### src/rtl/mdm_pkg.sv
package mdm_pkg;
  localparam int NLINE  = 4;
  // slot order inside a line vector: 0 clear-to-send, 1 data-set-ready,
  // 2 ring, 3 carrier
  localparam int CTS_IX = 0;
  localparam int DSR_IX = 1;
  localparam int RI_IX  = 2;
  localparam int DCD_IX = 3;

  typedef logic [NLINE-1:0] lvl_t;

  // active-high level of each slot from the chosen source
  function automatic lvl_t pick_src(logic loop, lvl_t pins_n, lvl_t ctl);
    return loop ? ctl : ~pins_n;
  endfunction

  // change events: any toggle, except the ring slot which reports
  // only the end of a ring (active level falling)
  function automatic lvl_t find_evt(lvl_t now, lvl_t prv);
    lvl_t e;
    e = now ^ prv;
    e[RI_IX] = prv[RI_IX] & ~now[RI_IX];
    return e;
  endfunction

  // next value of the sticky flags
  function automatic lvl_t next_flags(lvl_t cur, lvl_t evt, logic rd);
    return rd ? evt : (cur | evt);
  endfunction
endpackage

### src/rtl/mdm_sync.sv
module mdm_sync #(
  parameter int W      = 4,
  parameter int STAGES = 2
) (
  input  logic         clk,
  input  logic         rst_n,
  input  logic [W-1:0] din,
  output logic [W-1:0] dout
);
  logic [W-1:0] pipe [STAGES];

  generate
    for (genvar i = 0; i < STAGES; i++) begin : g_stage
      if (i == 0) begin : g_first
        always_ff @(posedge clk or negedge rst_n)
          if (!rst_n) pipe[0] <= '1;
          else        pipe[0] <= din;
      end else begin : g_next
        always_ff @(posedge clk or negedge rst_n)
          if (!rst_n) pipe[i] <= '1;
          else        pipe[i] <= pipe[i-1];
      end
    end
  endgenerate

  assign dout = pipe[STAGES-1];

  logic warm_q;
  always_ff @(posedge clk or negedge rst_n)
    if (!rst_n) warm_q <= 1'b0;
    else        warm_q <= 1'b1;


  sync_shift_chk: assert property (@(posedge clk) disable iff (!rst_n)
    warm_q |-> (pipe[0] == $past(din)));
endmodule

### src/rtl/mdm_lvl_src.sv
module mdm_lvl_src
  import mdm_pkg::*;
(
  input  logic loop_en,
  input  lvl_t pins_sync_n,
  input  logic ctl_dtr,
  input  logic ctl_rts,
  input  logic ctl_out1,
  input  logic ctl_out2,
  output lvl_t src
);
  lvl_t ctl_map;

  always_comb begin
    ctl_map         = '0;
    ctl_map[CTS_IX] = ctl_rts;
    ctl_map[DSR_IX] = ctl_dtr;
    ctl_map[RI_IX]  = ctl_out1;
    ctl_map[DCD_IX] = ctl_out2;
    src             = pick_src(loop_en, pins_sync_n, ctl_map);
  end
endmodule

### src/rtl/mdm_delta.sv
module mdm_delta
  import mdm_pkg::*;
#(
  parameter int SYNC_STAGES = 2
) (
  input  logic clk,
  input  logic rst_n,
  input  lvl_t src,
  input  logic rd_stb,
  output lvl_t flg_o,
  output lvl_t evt_o
);
  localparam int ARM_MAX = SYNC_STAGES + 1;
  localparam int ARM_W   = $clog2(ARM_MAX + 1);

  lvl_t             prv_q;
  lvl_t             flg_q;
  logic [ARM_W-1:0] arm_q;
  logic             armed;
  lvl_t             evt;

  assign armed = (arm_q == ARM_W'(ARM_MAX));
  assign evt   = armed ? find_evt(src, prv_q) : '0;

  always_ff @(posedge clk or negedge rst_n)
    if (!rst_n) begin
      prv_q <= '0;
      flg_q <= '0;
      arm_q <= '0;
    end else begin
      prv_q <= src;
      flg_q <= next_flags(flg_q, evt, rd_stb);
      if (!armed) arm_q <= arm_q + 1'b1;
    end

  assign flg_o = flg_q;
  assign evt_o = evt;


  sticky_flags_chk: assert property (@(posedge clk) disable iff (!rst_n)
    !rd_stb |=> ((flg_q & $past(flg_q)) == $past(flg_q)));

  rd_clear_chk: assert property (@(posedge clk) disable iff (!rst_n)
    rd_stb |=> ((flg_q & ~$past(evt)) == '0));

  evt_wins_chk: assert property (@(posedge clk) disable iff (!rst_n)
    rd_stb |=> ((flg_q & $past(evt)) == $past(evt)));

  ri_end_only_chk: assert property (@(posedge clk) disable iff (!rst_n)
    $rose(flg_q[RI_IX]) |-> ($past(prv_q[RI_IX]) && !$past(src[RI_IX])));

  cts_toggle_chk: assert property (@(posedge clk) disable iff (!rst_n)
    $rose(flg_q[CTS_IX]) |-> ($past(prv_q[CTS_IX]) != $past(src[CTS_IX])));
endmodule

### src/rtl/mdm_status.sv
module mdm_status
  import mdm_pkg::*;
#(
  parameter int SYNC_STAGES = 2
) (
  input  logic       clk,
  input  logic       rst_n,
  input  logic       cts_n,
  input  logic       dsr_n,
  input  logic       ri_n,
  input  logic       dcd_n,
  input  logic       loop_en,
  input  logic       ctl_dtr,
  input  logic       ctl_rts,
  input  logic       ctl_out1,
  input  logic       ctl_out2,
  input  logic       irq_en,
  input  logic       rd_stb,
  output logic [7:0] stat,
  output logic       irq
);
  lvl_t pins_n;
  lvl_t pins_sync_n;
  lvl_t src;
  lvl_t flg;
  lvl_t evt;

  always_comb begin
    pins_n         = '1;
    pins_n[CTS_IX] = cts_n;
    pins_n[DSR_IX] = dsr_n;
    pins_n[RI_IX]  = ri_n;
    pins_n[DCD_IX] = dcd_n;
  end

  mdm_sync #(.W(NLINE), .STAGES(SYNC_STAGES)) u_sync (
    .clk  (clk),
    .rst_n(rst_n),
    .din  (pins_n),
    .dout (pins_sync_n)
  );

  mdm_lvl_src u_src (
    .loop_en    (loop_en),
    .pins_sync_n(pins_sync_n),
    .ctl_dtr    (ctl_dtr),
    .ctl_rts    (ctl_rts),
    .ctl_out1   (ctl_out1),
    .ctl_out2   (ctl_out2),
    .src        (src)
  );

  mdm_delta #(.SYNC_STAGES(SYNC_STAGES)) u_delta (
    .clk  (clk),
    .rst_n(rst_n),
    .src  (src),
    .rd_stb(rd_stb),
    .flg_o(flg),
    .evt_o(evt)
  );

  assign stat = {src, flg};
  assign irq  = irq_en & (|flg);


  irq_off_chk: assert property (@(posedge clk) disable iff (!rst_n)
    !irq_en |-> !irq);

  irq_on_chk: assert property (@(posedge clk) disable iff (!rst_n)
    (irq_en && (stat[3:0] != 4'h0)) |-> irq);

  loop_rts_chk: assert property (@(posedge clk) disable iff (!rst_n)
    (loop_en && $past(loop_en) && (ctl_rts != $past(ctl_rts))) |-> (evt[CTS_IX] || $past(!rst_n)));
endmodule

### config.mk
export PLATFORM = sky130hd
export DESIGN_NAME = mdm_status
export DESIGN_NICKNAME = d
export VERILOG_FILES = /design/src/rtl/mdm_pkg.sv /design/src/rtl/mdm_sync.sv /design/src/rtl/mdm_lvl_src.sv /design/src/rtl/mdm_delta.sv /design/src/rtl/mdm_status.sv
export SDC_FILE = /design/constraint.sdc
export NUM_CORES = 1
export LEC_CHECK = 0
export BUFFER_PORTS_ARGS = -buffer_cell sky130_fd_sc_hd__buf_4
export CORE_MARGIN = 5
export CORE_UTILIZATION = 50
export DETAILED_ROUTE_END_ITERATION = 16
export HOLD_SLACK_MARGIN = 0.06
export PLACE_DENSITY = 0.79
export SYNTH_ARGS = -nofsm -noshare
export SYNTH_HDL_FRONTEND = slang
export SYNTH_SLANG_ARGS = --single-unit
export TNS_END_PERCENT = 5
### constraint.sdc
create_clock -name clk -period 2.9 [get_ports clk]
set_input_delay 0.29 -clock clk [delete_from_list [all_inputs] [get_ports clk]]
set_output_delay 0.29 -clock clk [all_outputs]
set_load 0.1 [all_outputs]
==> impl_metrics.json <==
{
  "cts-resized-gates": 0,
  "hold_viol": 0,
  "dr_total_vias": 428,
  "drt_wl_total_mm": 1.04,
  "syn2layout_area_growth_pct": 31.3,
  "slew_headroom": 0.797,
  "regToRegSetupSlack_ns": 1.60,
  "crit_path_max_fanout": 3,
  "grt_use_met3": 0.0391,
  "ys_types": 16,
  "drt_iter0_drc": 8,
  "cts_tree": "yes",
  "synth_area_um2": 659,
  "final-seq-area_um2": 460,
  "clockBufferDepth": 2,
  "synth_compound_area_frac": 0.150,
  "arrival_ns": 1.33,
  "grt_max_degree": 19,
  "gp_congestion": 0.681,
  "min-delay-start": "dcd_n",
  "use_met1": 0.153,
  "period_share": 0.560,
  "rows": 13,
  "synth_adder_area_share": 0.0190,
  "clkLatencyLatePin_ns": 0.28,
  "period_needed_ns": 1.62,
  "dieArea_mm2": 0.00215,
  "status": "completed",
  "grt_usage": 0.122,
  "reg2reg_depth": 3,
  "use_met2": 0.184,
  "clock-root-buffer": "clkbuf_4",
  "syn_area_per_cell_um2": 15.0,
  "grt-ovfl-total": 0,
  "first_pass_iters": 2,
  "core_mm2": 0.00127,
  "p_leak_uw": 0.000391,
  "multiInputGateArea_um2": 175,
  "n_antenna_cell": 0,
  "grt_pass1_wl_mm": 1.77,
  "nets": 83,
  "die_x_um": 46.3,
  "irDropWorstVdd_mv": 0.450,
  "tightestPinTransition_ns": 0.305,
  "finalSetupViolCount": 0,
  "start_util": 0.520,
  "yosysWarnings": 0,
  "slew_violations": 0,
  "worstPathRequired_ns": 2.61,
  "nFillCells": 97,
  "path_clk_slew_ns": 0.09,
  "timing.fmax_mhz": 616,
  "synthCells": 44,
  "die_y_um": 46.3,
  "total_power_uw": 585,
  "io-pin-count": 22,
  "timing.setup.tns_ns": 0,
  "critPathCaptureType": "output port",
  "startpoint_type": "register",
  "synth-simple-area-share": 0.0512,
  "drt-vias-per-instance": 5.16,
  "synth_top_family_by_area": "compound AO/OA/AOI/OAI gates",
  "muxShareOfSynthArea": 0.0323,
  "holdPathEnd": "u_sync.pipe[7]$_DFF_PN1_",
  "drc": 0,
  "post_drt_wl_per_cell_um": 12.6,
  "drive_above_1_share": 0.500,
  "antenna_left": 0,
  "portBuffers": 21,
  "hold_path.class": "in -> reg",
  "r2r-end": "u_delta.flg_o[1]$_DFF_PN0_",
  "syn-num-nets": 58,
  "numCtsBuffers": 3,
  "ys_seq_area_frac": 0.698,
  "post_synth_xor_area_fraction": 0.0133,
  "r2r-start": "u_delta.arm_q[0]$_DFFE_PN0N_",
  "final_util": 0.682,
  "fin_worst_skew_ns": 0.00468,
  "rsz0062_at_grt": "false",
  "grt_busiest_layer": "met2",
  "p_per_area_mw_per_mm2": 675,
  "drv_cap": 0,
  "clkSinkCount": 18,
  "timing.hold.worst_path_depth": 1,
  "htreeDepth": 1,
  "antenna_found_initial": 0,
  "grt_pass1_vias": 414,
  "synth_seq_cells": 18,
  "timing_worst_setup_path_type": "reg -> out"
}
-- cell usage after synthesis --
master | count | share of area
dfrtp_1 | 10 | 0.38
buf_2 | 1 | 0.0076
o21ai_1 | 3 | 0.023
o41a_1 | 1 | 0.017
ha_1 | 1 | 0.019
o2111a_1 | 3 | 0.051
nand2_1 | 4 | 0.023
nor2b_1 | 3 | 0.028
a221o_1 | 3 | 0.046
o2bb2ai_1 | 1 | 0.013
dfstp_2 | 8 | 0.32
inv_1 | 2 | 0.011
xnor2_1 | 1 | 0.013
buf_6 | 1 | 0.017
mux2_2 | 1 | 0.017
mux2i_1 | 1 | 0.015
-- how the worst max path moves through the flow --
stage / end / startpoint / cells past startpoint / slack, ns
detailed placement: stat[6] / loop_en / 3 / 1.55
finish: irq / u_delta.flg_o[1]$_DFF_PN0_ / 2 / 1.28
global placement: stat[6] / loop_en / 3 / 1.58
floorplan: u_delta.flg_o[2]$_DFF_PN0_ / loop_en / 3 / 0.48
global route: irq / u_delta.flg_o[1]$_DFF_PN0_ / 2 / 1.19
CTS: irq / u_delta.flg_o[1]$_DFF_PN0_ / 2 / 1.25
-- per-stage QoR --
stage               cells  setup WS [ns]  instance area, µm²  hold slack [ns]
finish                 83           1.28                 866            0.106
global route           83           1.19                 866           0.0852
CTS                    83           1.25                 866           0.0956
detailed placement     78           1.55                 820            0.165
global placement       78           1.58                 820            0.166
floorplan              44          0.479                 659         -0.00559
-- layer usage --
metal,vias to the layer above,wire (µm),part of all wire
met5,-,0,0
met4,0,9,0.0086
met3,2,109,0.10
met2,16,429,0.41
met1,201,494,0.47
li1,209,-,-
-- cell type report --
type / instances / area share
inverters: 2 / 0.00867
multi-input cells: 22 / 0.202
well taps: 15 / 0.0217
flip-flops and latches: 18 / 0.532
repair buffers: 22 / 0.194
clock buffers: 4 / 0.0419
-- power by group --
group          internal (µW)  total [µW]  switching (µW)
registers                273         283            10.1
logic                   38.7         157             119
clock network           76.3         144            68.2
-- kinds of logic (layout without fill, tap and decap cells) --
| logic type | count (synthesis) | count (layout) |
|---|---|---|
| adder cells (fa/ha/maj) | 1 | 1 |
| XOR/XNOR | 1 | 1 |
| AO/OA/AOI/OAI | 11 | 11 |
| multiplexers | 2 | 2 |
| buffers and inverters | 4 | 28 |
| AND/OR/NAND/NOR | 7 | 7 |
| flip-flops | 18 | 18 |
-- timing repair --
| item | in CTS | in global routing |
|---|---|---|
| hold buffers | 1 | 0 |
| setup buffers | 0 | 0 |
| hold endpoints to repair | 10 | 0 |
-- flip-flops by register name (all words and copies together) (netlist names) --
signal         flops
u_sync.dout        4
u_delta.arm_q      2
u_delta.flg_o      4
u_sync.pipe        4
u_delta.prv_q      4
-- worst max-delay path, cell delays in order, from the launching register on --
cell,delay (ns)
dfrtp_1,0.40
o41a_1,0.42
buf_4,0.24
-- cell usage in the layout, fill, tap and decap left out --
master	instances
inv_1	2
clkbuf_4	3
mux2_2	1
xnor2_1	1
nor2b_1	3
o21ai_1	3
dfstp_2	8
buf_4	21
nand2_1	4
dlygate4sd3_1	1
mux2i_1	1
o2bb2ai_1	1
clkbuf_8	1
dfrtp_1	10
ha_1	1
o2111a_1	3
o41a_1	1
a221o_1	3
(Power assumes the default switching activity.)
